**src/rtl/fe_pkg.sv**
```systemverilog
package fe_pkg;
    typedef enum logic [1:0] {
        ST_READ    = 2'd0,
        ST_WINDOW  = 2'd1,
        ST_PREPROG = 2'd2,
        ST_ERASE   = 2'd3
    } fe_state_t;

    localparam logic [7:0]  CD_UNLOCK_A = 8'hAA;
    localparam logic [7:0]  CD_UNLOCK_B = 8'h55;
    localparam logic [7:0]  CD_SETUP    = 8'h80;
    localparam logic [7:0]  CD_CHIP     = 8'h10;
    localparam logic [7:0]  CD_SECTOR   = 8'h30;
    localparam logic [7:0]  CD_SUSPEND  = 8'hB0;
    localparam logic [10:0] AD_UNLOCK_A = 11'h555;
    localparam logic [10:0] AD_UNLOCK_B = 11'h2AA;
endpackage

```
**src/rtl/fe_seq_decoder.sv**
```systemverilog
module fe_seq_decoder #(
    parameter int AW = 11,
    parameter int SB = 2
) (
    input  logic          clk,
    input  logic          rst_n,
    input  logic          clear,
    input  logic          wr_en,
    input  logic [AW-1:0] wr_addr,
    input  logic [7:0]    wr_data,
    output logic          chip_go,
    output logic          sector_go,
    output logic [SB-1:0] sector_id
);
    import fe_pkg::*;

    logic [2:0]  step;
    logic [10:0] exp_addr;
    logic [7:0]  exp_data;
    logic        step_ok;

    always_comb begin
        unique case (step)
            3'd0, 3'd3: begin exp_addr = AD_UNLOCK_A; exp_data = CD_UNLOCK_A; end
            3'd1, 3'd4: begin exp_addr = AD_UNLOCK_B; exp_data = CD_UNLOCK_B; end
            3'd2:       begin exp_addr = AD_UNLOCK_A; exp_data = CD_SETUP;    end
            default:    begin exp_addr = AD_UNLOCK_A; exp_data = CD_CHIP;     end
        endcase
        step_ok = (wr_addr[10:0] == exp_addr) && (wr_data == exp_data);
    end

    assign chip_go   = wr_en && !clear && (step == 3'd5)
                       && (wr_addr[10:0] == AD_UNLOCK_A) && (wr_data == CD_CHIP);
    assign sector_go = wr_en && !clear && (step == 3'd5) && (wr_data == CD_SECTOR);
    assign sector_id = wr_addr[AW-1:AW-SB];

    always_ff @(posedge clk or negedge rst_n) begin
        if (!rst_n)
            step <= 3'd0;
        else if (clear)
            step <= 3'd0;
        else if (wr_en) begin
            if (step == 3'd5 || !step_ok)
                step <= 3'd0;
            else
                step <= step + 3'd1;
        end
    end
endmodule

```
**src/rtl/fe_window_timer.sv**
```systemverilog
module fe_window_timer #(
    parameter int WIN_TICKS = 50
) (
    input  logic clk,
    input  logic rst_n,
    input  logic run,
    input  logic restart,
    input  logic tick,
    output logic expire
);
    localparam int CW = $clog2(WIN_TICKS + 1);

    logic [CW-1:0] cnt;

    assign expire = run && !restart && tick && (cnt == CW'(WIN_TICKS - 1));

    always_ff @(posedge clk or negedge rst_n) begin
        if (!rst_n)
            cnt <= '0;
        else if (restart || !run)
            cnt <= '0;
        else if (tick)
            cnt <= cnt + 1'b1;
    end
endmodule

```
**src/rtl/fe_array.sv**
```systemverilog
module fe_array #(
    parameter int NSEC = 4,
    parameter int WPS  = 4
) (
    input  logic                            clk,
    input  logic                            rst_n,
    input  logic                            zero_we,
    input  logic [$clog2(NSEC*WPS)-1:0]     zero_idx,
    input  logic                            ff_we,
    input  logic [$clog2(NSEC)-1:0]         ff_sec,
    input  logic [$clog2(NSEC*WPS)-1:0]     rd_idx,
    output logic [7:0]                      rd_byte
);
    localparam int NLOC = NSEC * WPS;
    localparam int IW   = $clog2(NLOC);
    localparam int SB   = $clog2(NSEC);

    logic [7:0] mem [NLOC];

    always_ff @(posedge clk or negedge rst_n) begin
        if (!rst_n) begin
            for (int i = 0; i < NLOC; i++)
                mem[i] <= 8'(8'h20 + i);
        end else begin
            for (int i = 0; i < NLOC; i++) begin
                if (zero_we && zero_idx == IW'(i))
                    mem[i] <= 8'h00;
                else if (ff_we && ff_sec == SB'(i / WPS))
                    mem[i] <= 8'hFF;
            end
        end
    end

    assign rd_byte = mem[rd_idx];
endmodule

```
**src/rtl/flash_erase_fsm.sv**
```systemverilog
module flash_erase_fsm #(
    parameter int AW          = 11,
    parameter int NSEC        = 4,
    parameter int WPS         = 4,
    parameter int WIN_TICKS   = 50,
    parameter int ERASE_TICKS = 1000
) (
    input  logic          clk,
    input  logic          rst_n,
    input  logic          wr_en,
    input  logic [AW-1:0] wr_addr,
    input  logic [7:0]    wr_data,
    input  logic          rd_en,
    input  logic [AW-1:0] rd_addr,
    output logic [7:0]    rd_data,
    input  logic          us_tick,
    output logic [1:0]    mode,
    output logic          window_closed
);
    import fe_pkg::*;

    localparam int SB  = $clog2(NSEC);
    localparam int WB  = $clog2(WPS);
    localparam int IW  = SB + WB;
    localparam int ECW = $clog2(ERASE_TICKS + 1);

    fe_state_t       state, state_nx;
    logic [NSEC-1:0] sel_mask, work_mask;
    logic [WB-1:0]   word_cnt;
    logic [ECW-1:0]  tick_cnt;
    logic            tgl;

    logic            chip_go, sector_go;
    logic [SB-1:0]   sector_id;
    logic            win_add, win_abort, win_expire;
    logic [SB-1:0]   cur_sec;
    logic            last_sec, word_last, erase_step;
    logic [7:0]      arr_byte;
    logic            unused_rd;

    function automatic logic [SB-1:0] lowest(input logic [NSEC-1:0] m);
        lowest = '0;
        for (int i = NSEC - 1; i >= 0; i--)
            if (m[i]) lowest = SB'(i);
    endfunction

    fe_seq_decoder #(.AW(AW), .SB(SB)) u_dec (
        .clk(clk), .rst_n(rst_n), .clear(state != ST_READ),
        .wr_en(wr_en), .wr_addr(wr_addr), .wr_data(wr_data),
        .chip_go(chip_go), .sector_go(sector_go), .sector_id(sector_id)
    );

    fe_window_timer #(.WIN_TICKS(WIN_TICKS)) u_win (
        .clk(clk), .rst_n(rst_n), .run(state == ST_WINDOW),
        .restart(sector_go || win_add), .tick(us_tick), .expire(win_expire)
    );

    fe_array #(.NSEC(NSEC), .WPS(WPS)) u_arr (
        .clk(clk), .rst_n(rst_n),
        .zero_we(state == ST_PREPROG), .zero_idx({cur_sec, word_cnt}),
        .ff_we(erase_step && last_sec || erase_step && !last_sec),
        .ff_sec(cur_sec),
        .rd_idx(IW'({rd_addr[AW-1:AW-SB], rd_addr[WB-1:0]})),
        .rd_byte(arr_byte)
    );

    assign unused_rd  = ^rd_addr[AW-SB-1:WB];
    assign win_add    = (state == ST_WINDOW) && wr_en && (wr_data == CD_SECTOR);
    assign win_abort  = (state == ST_WINDOW) && wr_en && (wr_data != CD_SECTOR)
                        && (wr_data != CD_SUSPEND);
    assign cur_sec    = lowest(work_mask);
    assign last_sec   = (work_mask & ~(NSEC'(1) << cur_sec)) == '0;
    assign word_last  = (word_cnt == WB'(WPS - 1));
    assign erase_step = (state == ST_ERASE) && us_tick
                        && (tick_cnt == ECW'(ERASE_TICKS - 1));

    // next-state logic
    always_comb begin
        state_nx = state;
        unique case (state)
            ST_READ: begin
                if (chip_go)        state_nx = ST_PREPROG;
                else if (sector_go) state_nx = ST_WINDOW;
            end
            ST_WINDOW: begin
                if (win_abort)       state_nx = ST_READ;
                else if (win_expire) state_nx = ST_PREPROG;
            end
            ST_PREPROG: begin
                if (word_last && last_sec) state_nx = ST_ERASE;
            end
            ST_ERASE: begin
                if (erase_step && last_sec) state_nx = ST_READ;
            end
        endcase
    end

    // state register
    always_ff @(posedge clk or negedge rst_n) begin
        if (!rst_n) state <= ST_READ;
        else        state <= state_nx;
    end

    // sector buffer and walk counters
    always_ff @(posedge clk or negedge rst_n) begin
        if (!rst_n) begin
            sel_mask  <= '0;
            work_mask <= '0;
            word_cnt  <= '0;
            tick_cnt  <= '0;
        end else begin
            unique case (state)
                ST_READ: begin
                    word_cnt <= '0;
                    tick_cnt <= '0;
                    if (chip_go) begin
                        sel_mask  <= '1;
                        work_mask <= '1;
                    end else if (sector_go) begin
                        sel_mask <= NSEC'(1) << sector_id;
                    end else begin
                        sel_mask  <= '0;
                        work_mask <= '0;
                    end
                end
                ST_WINDOW: begin
                    if (win_abort)
                        sel_mask <= '0;
                    else if (win_add)
                        sel_mask <= sel_mask | (NSEC'(1) << wr_addr[AW-1:AW-SB]);
                    else if (win_expire)
                        work_mask <= sel_mask;
                end
                ST_PREPROG: begin
                    word_cnt <= word_cnt + 1'b1;
                    if (word_last) begin
                        word_cnt <= '0;
                        if (last_sec) work_mask <= sel_mask;
                        else          work_mask <= work_mask & ~(NSEC'(1) << cur_sec);
                    end
                end
                ST_ERASE: begin
                    if (us_tick) begin
                        if (tick_cnt == ECW'(ERASE_TICKS - 1)) begin
                            tick_cnt  <= '0;
                            work_mask <= work_mask & ~(NSEC'(1) << cur_sec);
                        end else begin
                            tick_cnt <= tick_cnt + 1'b1;
                        end
                    end
                end
            endcase
        end
    end

    // outputs
    always_comb begin
        mode          = state;
        window_closed = (state == ST_PREPROG) || (state == ST_ERASE);
    end

    always_ff @(posedge clk or negedge rst_n) begin
        if (!rst_n) begin
            rd_data <= '0;
            tgl     <= 1'b0;
        end else if (rd_en) begin
            if (state == ST_READ) begin
                rd_data <= arr_byte;
            end else begin
                rd_data <= {1'b0, tgl, 2'b00, window_closed, 3'b000};
                tgl     <= ~tgl;
            end
        end
    end
endmodule

```
**config.mk**
```make
export PLATFORM = sky130hd
export DESIGN_NAME = flash_erase_fsm
export DESIGN_NICKNAME = d
export VERILOG_FILES = /design/src/rtl/fe_pkg.sv /design/src/rtl/fe_seq_decoder.sv /design/src/rtl/fe_window_timer.sv /design/src/rtl/fe_array.sv /design/src/rtl/flash_erase_fsm.sv
export SDC_FILE = /design/constraint.sdc
export NUM_CORES = 1
export LEC_CHECK = 0
export BUFFER_PORTS_ARGS = -buffer_cell sky130_fd_sc_hd__buf_2
export CORE_MARGIN = 3
export CORE_UTILIZATION = 35
export DETAILED_ROUTE_END_ITERATION = 10
export GPL_TIMING_DRIVEN = 0
export PLACE_DENSITY_LB_ADDON = 0.15
export SYNTH_ARGS = -nofsm -noshare
export SYNTH_HDL_FRONTEND = slang
export SYNTH_SLANG_ARGS = --single-unit
```
**constraint.sdc**
```tcl
create_clock -name clk -period 3.3 [get_ports clk]
set_input_delay 0.66 -clock clk [delete_from_list [all_inputs] [get_ports clk]]
set_output_delay 0.66 -clock clk [all_outputs]
set_load 0.02 [all_outputs]
```
Yosys cells after proc, flatten, opt, wreduce, memory -nomap -nowiden --
Index checks and enable logic that the tools add are counted. Widths: inputs -> output; s select.
Word-level totals: input port bits 35, logic and storage cells 230, output and inout port bits 11, register bits after elaboration 168
Cells by class: multiplexer cells 62, order comparisons 1, bitwise operators 6, shift-type cells 2, reduce and logical (&&, ||, !) cells 82, equality and inequality tests 48, $add $sub $neg 4
Operator list (number):
- $mux 8 | 23
- $mux 4 | 13
- $reduce_bool 2->1 | 22
- $logic_and 1x1->1 | 38
- $bmux 8 s4 | 1
- $eq 4x4->1 const B | 8
- $pmux 8 s3 | 1
- $mux 2 | 11
- $mux 10 | 2
- $pmux 10 s2 | 1
- $eq 4x3->1 const B | 4
- $pmux 4 s4 | 1
- $mux 6 | 2
- $ne 2x2->1 const B | 6
- $ne 3x3->1 const B | 4
- $eq 11x11->1 | 1
- $eq 11x11->1 const B | 1
- $mux 11 | 1
- $add 10x1->10 const B | 1
- $eq 10x10->1 const B | 1
- $eq 2x2->1 const B | 5
- $mux 3 | 3
- $eq 4x2->1 const B | 2
- $eq 8x5->1 const B | 1
- 33 further kinds | 52

Logic depth before layout (Yosys ltp) --
Gate-level depths: netlist of run 1.
word-level depth 14, depth in mapped cells 8, gate-level depth less buffers 7

By module --
From an unflattened synthesis of run 1, not the netlist that was laid out.
Second synthesis, totals: cells, all modules 476, area total of the unflattened synthesis 4468.0 µm²
By module, submodules not included:
- flash_erase_fsm | instances 1, area each 1849.3 µm², cells an instance 211, seq. area each 775.7 µm²
- fe_array | instances 1, area each 1845.5 µm², cells an instance 176, seq. area each 820.8 µm²
- fe_seq_decoder | instances 1, area each 451.7 µm², cells an instance 57, seq. area each 75.1 µm²
- fe_window_timer | instances 1, area each 321.6 µm², cells an instance 32, seq. area each 150.1 µm²

Worst setup path after synthesis of run 1 --
OpenSTA, ideal clock, no wires.
path kind input to register, start input wr_data[0], end register work_mask[0], arrival time 2.066 ns, setup slack 1.109 ns, stages 6, path through or3_4 > buf_6 > o31ai_2 > a21oi_2 > nor3_4 > mux2_4
On the way: cells in the longest elaborated chain, start to end 9, elaborated cells on any way between the ends 21, those cells by class eq/ne: 8; mux: 2; reduce/logical: 11
Ends and longest elaborated chain:
- from (decl) | line flash_erase_fsm.sv:12 | input logic [7:0] wr_data,
- $eq 8x6->1 | line fe_seq_decoder.sv:34, flash_erase_fsm.sv:68
- $logic_and 1x1->1, on equally long branches | line fe_seq_decoder.sv:34, flash_erase_fsm.sv:68
- $logic_or 1x1->1 | line flash_erase_fsm.sv:55 | .restart(sector_go || win_add), .tick(us_tick), .expire(win_expire)
- $logic_not 1->1 | line fe_window_timer.sv:15 | assign expire = run && !restart && tick && (cnt == CW'(WIN_TICKS - 1));
- $logic_and 1x1->1 (3 in series) | line fe_window_timer.sv:15
- $ne 2x2->1 (no line)
- $reduce_and 7->1 (no line)
- to (signal assigned) | line flash_erase_fsm.sv:132 | work_mask <= sel_mask;
- to (signal assigned) | line flash_erase_fsm.sv:138 | if (last_sec) work_mask <= sel_mask;
- to (signal assigned) | line flash_erase_fsm.sv:139 | else work_mask <= work_mask & ~(NSEC'(1) << cur_sec);
- to (decl) | line flash_erase_fsm.sv:28 | logic [NSEC-1:0] sel_mask, work_mask;
Parallel ways exist; a longest one is shown, timed or not. A chain may end at the register's enable or synchronous reset.

Final worst setup path of run 1 --
start register tick_cnt[0], end register u_arr.mem[78] (netlist name)
On the way: cells in the longest elaborated chain, start to end 6, elaborated cells on any way between the ends 7, those cells by class eq/ne: 1; reduce/logical: 6
Ends and longest elaborated chain:
- from (decl) | line flash_erase_fsm.sv:30 | logic [ECW-1:0] tick_cnt;
- from (signal assigned) | line flash_erase_fsm.sv:148 | tick_cnt <= tick_cnt + 1'b1;
- $eq 10x10->1 (*) | line flash_erase_fsm.sv:75 | && (tick_cnt == ECW'(ERASE_TICKS - 1));
- $logic_and 1x1->1 (*) | line flash_erase_fsm.sv:75
- $logic_and 1x1->1 | line flash_erase_fsm.sv:61 | .ff_we(erase_step && last_sec || erase_step && !last_sec),
- $logic_or 1x1->1 (*) | line flash_erase_fsm.sv:61
- $logic_and 1x1->1 (*) | line fe_array.sv:28 | else if (ff_we && ff_sec == SB'(i / WPS))
- $reduce_bool 2->1 (no line) (*)
- to (signal, indexed assignment) | line fe_array.sv:23 | mem[i] <= 8'(8'h20 + i);
- to (decl) | line fe_array.sv:18 | logic [7:0] mem [NLOC];
Mark *: on every way between the ends. The rest lies on a longest branch, timed or not.

==> results of run 1 <==
==> how the worst min path moves through the flow <==
stage,start,endpoint,cells past startpoint
6_report,rst_n,u_arr.mem[94],1
5_1_grt,rst_n,u_arr.mem[94],1
4_1_cts,rst_n,u_arr.mem[94],1
3_5_place_dp,rd_data[3],rd_data[3],1
3_3_place_gp,rd_data[3],rd_data[3],1
2_1_floorplan,rst_n,mode[0],0
==> routing by layer <==
layer | part of all wire (%) | GRT usage, %
met5 | 0 | 0
met4 | 1.2 | 3.66
met2 | 45 | 24.7
met1 | 48 | 22.3
met3 | 5.2 | 4.61
==> state kept, by name (all words and copies together), names as in the netlist <==
signal      flops
work_mask       4
u_arr.mem      32
mode            2
sel_mask        4
u_dec.step      3
tgl             1
word_cnt        2
rd_data         7
u_win.cnt       6
tick_cnt       10
==> final cells by class <==
cell class	count	area share, %
clock buffer	10	4.68
clock inverter	6	1.32
tap	168	4.11
sequential	71	35.2
timing repair buffer	38	4.21
inverter	19	1.40
buffer	23	2.11
multi-input combinational	320	47.0
==> cells in the mapped netlist, types with 4 or more instances <==
library cell	instances
nand2_1	34
buf_2	8
mux4_2	12
dfrtp_1	55
nand4_1	5
a21o_1	8
o22ai_1	4
o21a_1	21
o21ai_0	12
and2_1	6
nor2b_1	12
nor3_1	13
mux2i_1	7
a211oi_1	4
xor2_1	5
dfstp_2	16
ha_1	12
nor3_4	4
nor2_1	24
nand3_1	29
xnor2_1	6
clkbuf_1	12
o22a_1	6
a21oi_1	18
nand2b_1	5
inv_1	18
o21ai_1	6
==> metrics by stage <==
stage | instance area, um^2 | hold WS (ps)
2_1_floorplan | 4380 | 364
3_3_place_gp | 4770 | 461
3_5_place_dp | 4800 | 464
4_1_cts | 5110 | 230
5_1_grt | 5110 | 245
6_report | 5110 | 220
==> power by group <==
part | switching (W) | internal, W
Combinational | 0.0000858 | 0.0000551
Sequential | 0.00000374 | 0.000880
Clock | 0.000394 | 0.000608
Total | 0.000483 | 0.00154
==> cell families (layout without fill, tap and decap cells) <==
logic type / count (synthesis) / in the layout
simple gates: 157 / 157
compound gates: 115 / 115
flops: 71 / 71
buf+inv: 42 / 96
mux: 24 / 24
fa+ha+maj: 13 / 13
xor+xnor: 11 / 11
==> cells in the final DEF (no fill, tap or decap), types with 4 or more instances in the layout <==
master and n:
nand3_1 29, o21ai_0 12, inv_1 18, o21a_1 21, o21ai_1 6, nor3_1 13, nor2_1 24, ha_1 12
clkbuf_16 9, nor2b_1 12, a21o_1 8, o22ai_1 4, nand4_1 5, dfrtp_1 55, xnor2_1 6, a21oi_1 18
mux4_2 12, clkbuf_1 12, nor3_4 4, and2_1 6, mux2i_1 7, a211oi_1 4, xor2_1 5, buf_2 44
nand2_1 34, nand2b_1 5, o22a_1 6, dfstp_2 16
==> worst reg2reg max path, cell delays in order (launching register included) <==
cell and delay [ps]:
dfrtp_1 410, ha_1 270, nand4_1 240, nor3_4 370, nand3_1 250, nor3_2 470, o21a_1 170
==> metrics.md, run 1 <==
| Metric | Value |
|---|---|
| Max cap viols | 0 |
| Initial DRC count | ~200 |
| Area Overhead vs Synth | 16.7% |
| Sequential area share after synthesis | 41.0% |
| CTS Root Cell | clkbuf_16 |
| Bufs and invs on worst path | 0 |
| Adder-cell share of the synthesized area | 3.66% |
| Number of synthesized flops with an enable pin | 0 |
| Final std cells w/o fill | 655 |
| Post-layout min period | 2240 ps |
| HPWL after DPL | 7.86 mm |
| Final GP Congestion | a little over 0.8 |
| First-pass GRT wire length | ~18 mm |
| Max Buffers Root-to-Sink | 2 |
| CTS Hold Bufs | 0 |
| Number of nets with antenna violations after detailed routing | 0 |
| CTS tree | yes |
| Reg2Reg Setup Slack | 1060 ps |
| Mean Syn Cell Area | between 10 and 15 um^2 |
| Startpoint Class | flop |
| Worst-path maximum fanout | 8 |
| Simple-Gate Fraction of Synth Area | 20.4% |
| Pins over their slew limit | 0 |
| RSZ-0062 raised after global routing | no |
| Clk slew on worst S/H paths | approximately 60 ps |
| GRT Util Overall | 16.0% |
| DP Cell Count | roughly 640 |
| Row count | 40 |
| Family with the most delay on the worst path | simple AND/OR/NAND/NOR gates |
| Synthesized net count | 480 |
| Largest family of logic cells by synthesized area | simple AND/OR/NAND/NOR gates |
| Relative slew slack | roughly 46% |
| FMAX | 0.447 GHz |
| Critical R2R Launch | tick_cnt[0] |
| Final hold viol count | 0 |
| Mapped Cells | approximately 430 |
| Vias in the first global route | approximately 3500 |
| Layout cell share with drive strength beyond 1 | 23.8% |
| CP peak stage delay | 470 ps |
| Final nets | 529 |
| Worst slack, placed | slightly below 900 ps |
| CP endpoint kind | flop |
| Core Area | 0.0121 mm^2 |
| Tightest Pin Transition | 796 ps |
| Vias | 3488 |
| Register Area | 0.00180 mm^2 |
| # setup viols final | 0 |
| PnR worst setup slack | 1060 ps |
| Setup Skew | 8.30 ps |
| Leakage | approximately 2.2 nW |
| Antenna violations before repair | 0 |
| Crit path to | u_arr.mem[78] |
| Die ar. | approximately 0.014 mm^2 |
| Worst Hold Class | input port to asynchronous set/reset pin |
| Ys flop type | dfrtp_1 |
| Critical path startpoint | tick_cnt[0] |
| Post-synth top area share | 31.4% |
| Slowest-stage cell, CP | nor3_2 |
| Number of CTS-inserted buffers | 9 |
| Fin crit share | 67.8% |
| Clock Latency Late Sink | ~340 ps |
| Peak supply drop | ~0.00023 V |
| Cell-by-cell trace of the critical path | ha_1 -> nand4_1 -> nor3_4 -> nand3_1 -> nor3_2 -> o21a_1 |
| Post-synth cell types | between 70 and 80 |
| Initial DRT Pass Iterations | 4 |
| Crit path required time | 3580 ps |
| WP data arrival | about 2500 ps |
| CTS sink count | 71 |
| Post-Synth XOR/XNOR Area | around 2.2% |
| Gr ovfl total | 0 |
| Die Span Y | approximately 120 um |
| PortBufs | 37 |
| Setup TNS | 0 ps |
| H-tree Lvls | 3 |
| Outcome | completed |
| Synth Register Bits | 71 |
| Pin count of the biggest net entering global routing | 49 |
| Async SR Flop Fraction | 100% |
| Vias per inst | between 5 and 6 |
| Design Power | between 0.002 and 0.0025 W |
| Effective utilization at floorplan | between 30% and 40% |
| WL/cell | 15.9 um |
| Largest cells by area after synthesis | dfrtp_1 (31%), dfstp_2 (9.6%), mux4_2 (6.2%) |
| R2R Path End | u_arr.mem[78] |
| Fillers | 1261 |
| R2R cell count | 6 |
| Mux cell area share after synthesis | under 10% |
| Final core occ | 42.2% |
| Post-Syn Area | 0.00438 mm^2 |
| CP Depth | 6 |
| I/O pins | 46 |
| Drt drc | 0 |
| Multi-input combinational cell area | 0.00240 mm^2 |
| N_diodes | 0 |
| Yosys top cell by area | dfrtp_1 |
| Compound-Gate Fraction of Synth Area | 19.3% |
| Yosys warns | 0 |
| Post-CTS Repair Setup Buffers | 0 |
| CP Class | flop to flop |
| Total length of routed wires | 10.4 mm |
| CTS resizes | 0 |
| Power per cell area | 397 mW/mm^2 |
| Chip width | 118 um |
Power figures use the tool's default switching activity.
==> run 2, diff against run 1 <==
==> constraint.sdc (replaced) <==
create_clock -name clk -period 1.93 [get_ports clk]
set_input_delay 0.386 -clock clk [delete_from_list [all_inputs] [get_ports clk]]
set_output_delay 0.386 -clock clk [all_outputs]
set_load 0.02 [all_outputs]
==> run 2 against run 1 <==
First-iteration DRC count fell by 4.6%. Routed wire length grew 3.0%. Global-route usage increased by 0.30 points. Worst hold slack better by 240 ps. Critical endpoint is now work_mask[2]. Register-to-register slack got worse by 970 ps. Sequential cell count is the same. Largest power group unchanged. Utilization grew 1.7 points.
==> metrics.md, run 2 (same netlist as run 1, synthesis figures left out) <==
| Metric | Value |
|---|---|
| Fillers | 1229 (-2.5%) |
| RSZ-0062 raised after global routing | yes |
| Fin crit share | 95.2% (+27 points) |
| Max FFs per register | 32 (unchanged) |
| Drt drc | 0 (unchanged) |
| Reg2Reg Setup Slack | 90 ps (-970 ps) |
| Multi-input combinational cell area | 0.00247 mm^2 (+2.9%) |
| Critical R2R Launch | tick_cnt[0] |
| Peak supply drop | 0.000386 V (+67%) |
| Crit path to | work_mask[2] |
| Worst-path maximum fanout | 4 (-4) |
| Vias per inst | 5.33 (about the same) |
| Post-layout min period | 1840 ps (-401 ps) |
| Antenna violations before repair | 0 (unchanged) |
| CP Class | flop to flop |
| Worst Hold Class | input port to flop |
| Row count | 40 (unchanged) |
| Die Span Y | 118 um (unchanged) |
| Number of nets with antenna violations after detailed routing | 0 (unchanged) |
| Design Power | 0.00347 W (+71%) |
| HPWL after DPL | 7.86 mm (unchanged) |
| Biggest register | u_arr.mem |
| Initial DRC count | 186 (-4.6%) |
| Biggest regs | u_arr.mem x32, tick_cnt x10, rd_data x7 |
| # setup viols final | 0 (unchanged) |
| CTS Root Cell | clkbuf_16 |
| Vias | 3554 (+1.9%) |
| CTS sink count | 71 (unchanged) |
| R2R cell count | 7 (+1) |
| FMAX | 0.544 GHz (+22%) |
| Number of CTS-inserted buffers | 9 (unchanged) |
| Pin count of the biggest net entering global routing | 49 (unchanged) |
| Clk slew on worst S/H paths | 60 ps (about the same) |
| Max cap viols | 0 (unchanged) |
| Layout cell share with drive strength beyond 1 | 28.7% (+4.8 points) |
| Final hold viol count | 0 (unchanged) |
| Effective utilization at floorplan | 36.2% (unchanged) |
| Initial DRT Pass Iterations | 4 (unchanged) |
| Area Overhead vs Synth | 21.5% |
| Setup Skew | 6.25 ps (-2.04 ps) |
| Gr ovfl total | 0 (unchanged) |
| Die ar. | 0.0139 mm^2 (unchanged) |
| CP endpoint kind | flop |
| PortBufs | 37 (unchanged) |
| R2R Path End | work_mask[2] |
| Max Buffers Root-to-Sink | 2 (unchanged) |
| Relative slew slack | 60.5% (+14 points) |
| First-pass GRT wire length | 18.4 mm (+1.9%) |
| Pins over their slew limit | 0 (unchanged) |
| Final core occ | 43.9% (+1.7 points) |
| Tightest Pin Transition | 591 ps (-205 ps) |
| Register Area | 0.00180 mm^2 (+0.14%) |
| Clock Latency Late Sink | 340 ps (about the same) |
| Crit path required time | 2150 ps (-1430 ps) |
| WL/cell | 16.0 um (+1.1%) |
| Final GP Congestion | 0.812 (unchanged) |
| N_diodes | 0 (unchanged) |
| Most frequent cells in the layout | dfrtp_1 (53), buf_2 (41), nand2_1 (34) |
| Outcome | completed |
| Total length of routed wires | 10.7 mm (+3.0%) |
| Leakage | 2.24 nW (+3.2%) |
| Chip width | 118 um (unchanged) |
| CTS tree | yes |
| Startpoint Class | flop |
| Core Area | 0.0121 mm^2 (unchanged) |
| Power per cell area | 651 mW/mm^2 (+64%) |
| Final nets | 541 (+2.3%) |
| I/O pins | 46 (unchanged) |
| Critical path startpoint | tick_cnt[0] |
| H-tree Lvls | 3 (unchanged) |
| WP data arrival | 2060 ps (-460 ps) |
| Most common cell after layout, fill and taps aside | dfrtp_1 |
| GRT Util Overall | 16.3% (+0.30 points) |
| Vias in the first global route | 3574 (+1.9%) |
run 2: repair_timing:
| item | CTS | global route |
|---|---|---|
| pin swaps | 5 | 2 |
| resized for setup | 14 | 11 |
| endpoints found under the hold margin | 19 | 0 |
| endpoints found under the setup margin | 55 | 38 |
| cloned | 0 | 1 |
| hold buffers | 1 | 0 |
| buffers inserted | 8 | 5 |
run 2: layout make-up:
cell class              count  area share (%)
multi-input cells         320            46.5
clock inverters             6            1.27
clock buffers              10            4.49
inverters                  19            1.34
plain buffers              20            2.14
flip-flops and latches     71            33.8
repair buffers             53            6.51
well taps                 168            3.95
run 2: per-stage QoR:
step / cells / cell area (um^2) / setup WS (ps) / setup TNS, ps / hold WS (ps)
floorplan: 433 / 4380 / 12.7 / 0 / 90.4
global placement: 638 / 4770 / -355 / -10450 / 461
detailed placement: 639 / 4800 / -360 / -11260 / 321
CTS: 663 / 5250 / 11.1 / 0 / 453
global route: 667 / 5320 / -3.86 / -3.86 / 480
finish: 667 / 5320 / 93.1 / 0 / 458
run 2: critical path: stages, from the launching register on:
cell and delay (ps):
dfrtp_1 410, ha_4 150, nand4_1 70, buf_4 170
nor3_4 210, a221oi_4 110, nor3_4 270, mux2_4 330
run 2: worst min path at each step:
stage                from       endpoint  slack, ps  depth (start not counted)
2_1_floorplan       rst_n        mode[0]         90                          0
3_3_place_gp   rd_data[3]     rd_data[3]        460                          1
3_5_place_dp        rst_n  u_arr.mem[94]        320                          1
4_1_cts             rd_en     rd_data[1]        450                          3
5_1_grt        wr_addr[9]    sel_mask[2]        480                          3
6_report            rd_en     rd_data[1]        460                          3
run 2: per-layer routing:
| layer | global-route usage [%] | up-vias | share of wire (%) |
|---|---|---|---|
| li1 | - | 1724 | - |
| met3 | 4.61 | 14 | 5.3 |
| met5 | 0 | - | 0 |
| met2 | 25.3 | 87 | 46 |
| met4 | 3.88 | 0 | 1.3 |
| met1 | 22.5 | 1729 | 48 |
run 2: power breakdown:
part,switching (W),leakage [nW],total [W],internal [W]
Clock,0.000671,0.145,0.00171,0.00104
Combinational,0.000147,1.19,0.000243,0.0000955
Sequential,0.00000646,0.910,0.00151,0.00150
Total,0.000825,2.24,0.00347,0.00264
==> run 3, diff against run 2 <==
--- a/config.mk
+++ b/config.mk
@@ -7,7 +7,7 @@
 export LEC_CHECK = 0
 export BUFFER_PORTS_ARGS = -buffer_cell sky130_fd_sc_hd__buf_2
 export CORE_MARGIN = 3
-export CORE_UTILIZATION = 35
+export CORE_UTILIZATION = 54
 export DETAILED_ROUTE_END_ITERATION = 10
 export GPL_TIMING_DRIVEN = 0
 export PLACE_DENSITY_LB_ADDON = 0.15
==> run 3 against run 2 <==
The flow now finishes with violations (negative setup slack). Non-clock buffer count grew 3. Global-route usage grew 6.7 points. Maximum frequency shrank 5.6%. First-iteration DRC count shrank 2.7%. Sequential power is essentially flat. Clock power shrank 30%. Largest cell class unchanged. Largest power group is now sequential cells.
==> metrics.md, run 3 (same netlist as run 1, synthesis figures left out) <==
| Metric | Value |
|---|---|
| Final GP Congestion | 0.860 (+5.9%) |
| WL/cell | 16.8 um (+4.7%) |
| First-pass GRT wire length | 16.6 mm (-9.6%) |
| PnR worst setup slack | -16.1 ps (-109 ps) |
| Die ar. | 0.00923 mm^2 (-34%) |
| Tightest Pin Transition | 876 ps (+285 ps) |
| Critical R2R Launch | tick_cnt[0] |
| Vias | 3646 (+2.6%) |
| Crit path required time | 2160 ps (about the same) |
| PortBufs | 37 (unchanged) |
| Vias in the first global route | 3470 (-2.9%) |
| P_sw | 0.000723 W (-12%) |
| I/O pins | 46 (unchanged) |
| Combinational share of power | 8.0% (+1.0 points) |
| Max cap viols | 0 (unchanged) |
| Reg power frac | 51.2% (+7.6 points) |
| Max Buffers Root-to-Sink | 2 (unchanged) |
| Biggest register | u_arr.mem |
| CTS Hold Bufs | 0 (-1) |
| Relative slew slack | 41.6% (-19 points) |
| Layout cell share with drive strength beyond 1 | 28.7% (about the same) |
| HPWL after DPL | 7.29 mm (-7.4%) |
| Drt drc | 0 (unchanged) |
| Power share of the clock group | 40.8% (-8.6 points) |
| Max FFs per register | 32 (unchanged) |
| Final nets | 544 (+0.55%) |
| Setup TNS | -39.4 ps (-39.4 ps) |
| Chip width | 96.1 um (-18%) |
| Fin crit share | 101% (+5.7 points) |
| Core Area | 0.00781 mm^2 (-36%) |
| Fillers | 640 (-48%) |
| Vias per inst | 6.04 (+13%) |
| Routed wl met3 | 453 um (-20%) |
| CP endpoint kind | flop |
| Outcome | finished, violations left |
| Peak supply drop | 0.000344 V (-11%) |
| Final hold slack | 153 ps (-305 ps) |
| Switch share | 24.5% (+0.74 points) |
| Crit path to | work_mask[2] |
| Top layer in use | met4 |
| Worst Hold Class | input port to asynchronous set/reset pin |
| WP data arrival | 2170 ps (+110 ps) |
| Reg2Reg Setup Slack | -20 ps (-110 ps) |
| Most common cell after layout, fill and taps aside | dfrtp_1 |
| CP Class | flop to flop |
| N_diodes | 0 (unchanged) |
| Die Span Y | 96.1 um (-18%) |
| Area Overhead vs Synth | 16.7% |
| CTS Root Cell | clkbuf_8 |
| Gr ovfl total | 0 (unchanged) |
| Number of nets with antenna violations after detailed routing | 0 (unchanged) |
| Clock Latency Late Sink | 350 ps (about the same) |
| Row count | 32 (-20%) |
| Worst slack, placed | -302 ps (+57.8 ps) |
| Failing checks | negative setup slack |
| Clk slew on worst S/H paths | 80 ps (+20 ps) |
| Post-layout min period | 1950 ps (+109 ps) |
| M1 wire length | 4.55 mm (-10%) |
| Biggest regs | u_arr.mem x32, tick_cnt x10, rd_data x7 |
| Leakage | 2.20 nW (-2.0%) |
| Critical path startpoint | tick_cnt[0] |
| Most frequent cells in the layout | dfrtp_1 (55), buf_2 (41), nand2_1 (34) |
| Setup Skew | 16.5 ps (+10.2 ps) |
| RSZ-0062 raised after global routing | yes |
| CTS sink count | 71 (unchanged) |
| Multi-input combinational cell area | 0.00247 mm^2 (-0.10%) |
| Worst-path maximum fanout | 4 (unchanged) |
| Register Area | 0.00180 mm^2 (-0.14%) |
| H-tree Lvls | 3 (unchanged) |
| FMAX | 0.514 GHz (-5.6%) |
| Final hold viol count | 0 (unchanged) |
| Number of CTS-inserted buffers | 9 (unchanged) |
| Pins over their slew limit | 0 (unchanged) |
| Effective utilization at floorplan | 56.1% (+20 points) |
| CTS tree | yes |
| GRT Util Overall | 23.0% (+6.7 points) |
| P_int | 0.00222 W (-16%) |
| R2R Path End | work_mask[2] |
| # setup viols final | 3 (+3) |
| Initial DRC count | 181 (-2.7%) |
| Total length of routed wires | 10.1 mm (-5.2%) |
| R2R cell count | 7 (unchanged) |
| Pin count of the biggest net entering global routing | 72 (+47%) |
| Antenna violations before repair | 0 (unchanged) |
| Startpoint Class | flop |
| Power per cell area | 577 mW/mm^2 (-11%) |
| Met2 Wirelength | 5.02 mm (+2.2%) |
| Initial DRT Pass Iterations | 4 (unchanged) |
[run 3: changes by cell type in the layout (fill, tap and decap cells not counted), sizes merged]
cell and change:
clkdlybuf4s15 -1, dlygate4sd3 -1, buf +4, clkbuf +2
inv -1
[run 3: how the worst min path moves through the flow]
stage                from            end  slack [ps]  cells past startpoint
floorplan           rst_n        mode[0]          90                      0
global placement      tgl            tgl         460                      1
detailed placement    tgl            tgl         460                      1
CTS                 rst_n  u_arr.mem[94]         180                      1
global route        rst_n  u_arr.mem[94]         200                      1
finish              rst_n  u_arr.mem[94]         150                      1
[run 3: power groups by stage]
| stage | logic (W) | clock network (W) | registers [W] |
|---|---|---|---|
| after floorplan | 0.000110 | 0 | 0.00156 |
| after global placement | 0.000233 | 0 | 0.00154 |
| after detailed placement | 0.000237 | 0 | 0.00154 |
| after CTS | 0.000238 | 0.00123 | 0.00151 |
| after global routing | 0.000263 | 0.00129 | 0.00151 |
| final | 0.000236 | 0.00120 | 0.00151 |
[run 3: cell type report]
class / count / area share [%]
clock buffer: 11 / 2.77
inverter: 19 / 1.40
multi-input combinational: 320 / 48.3
tap: 102 / 2.50
timing repair buffer: 55 / 6.56
buffer: 21 / 2.15
clock inverter: 5 / 1.15
sequential: 71 / 35.2
[run 3: critical path, stage by stage, from the launching register on]
cell and delay [ps]:
dfrtp_1 390, ha_2 200, nand4_1 110, buf_4 180
nor3_4 230, a221oi_4 120, nor3_4 260, mux2_4 330
[run 3: timing repair]
action                                  CTS  global route
endpoints found under the setup margin   47            34
setup buffers                             8            10
resized for setup                        12             8
pin swaps                                 5             6
[run 3: metal layers]
metal | vias up | global-route usage, %
met5 | - | 0
met4 | 0 | 7.23
met3 | 11 | 4.53
met2 | 95 | 38.4
met1 | 1818 | 30.2
li1 | 1722 | -
[run 3: through the flow]
| stage | area [um^2] | utilization (%) | std cells | total power, W |
|---|---|---|---|---|
| final | 5110 | 65.5 | 604 | 0.00295 |
| after global routing | 5110 | 65.5 | 604 | 0.00307 |
| after CTS | 5010 | 64.1 | 595 | 0.00298 |
| after detailed placement | 4690 | 60.1 | 572 | 0.00177 |
| after global placement | 4690 | 60.1 | 572 | 0.00177 |
| after floorplan | 4380 | - | 433 | 0.00167 |
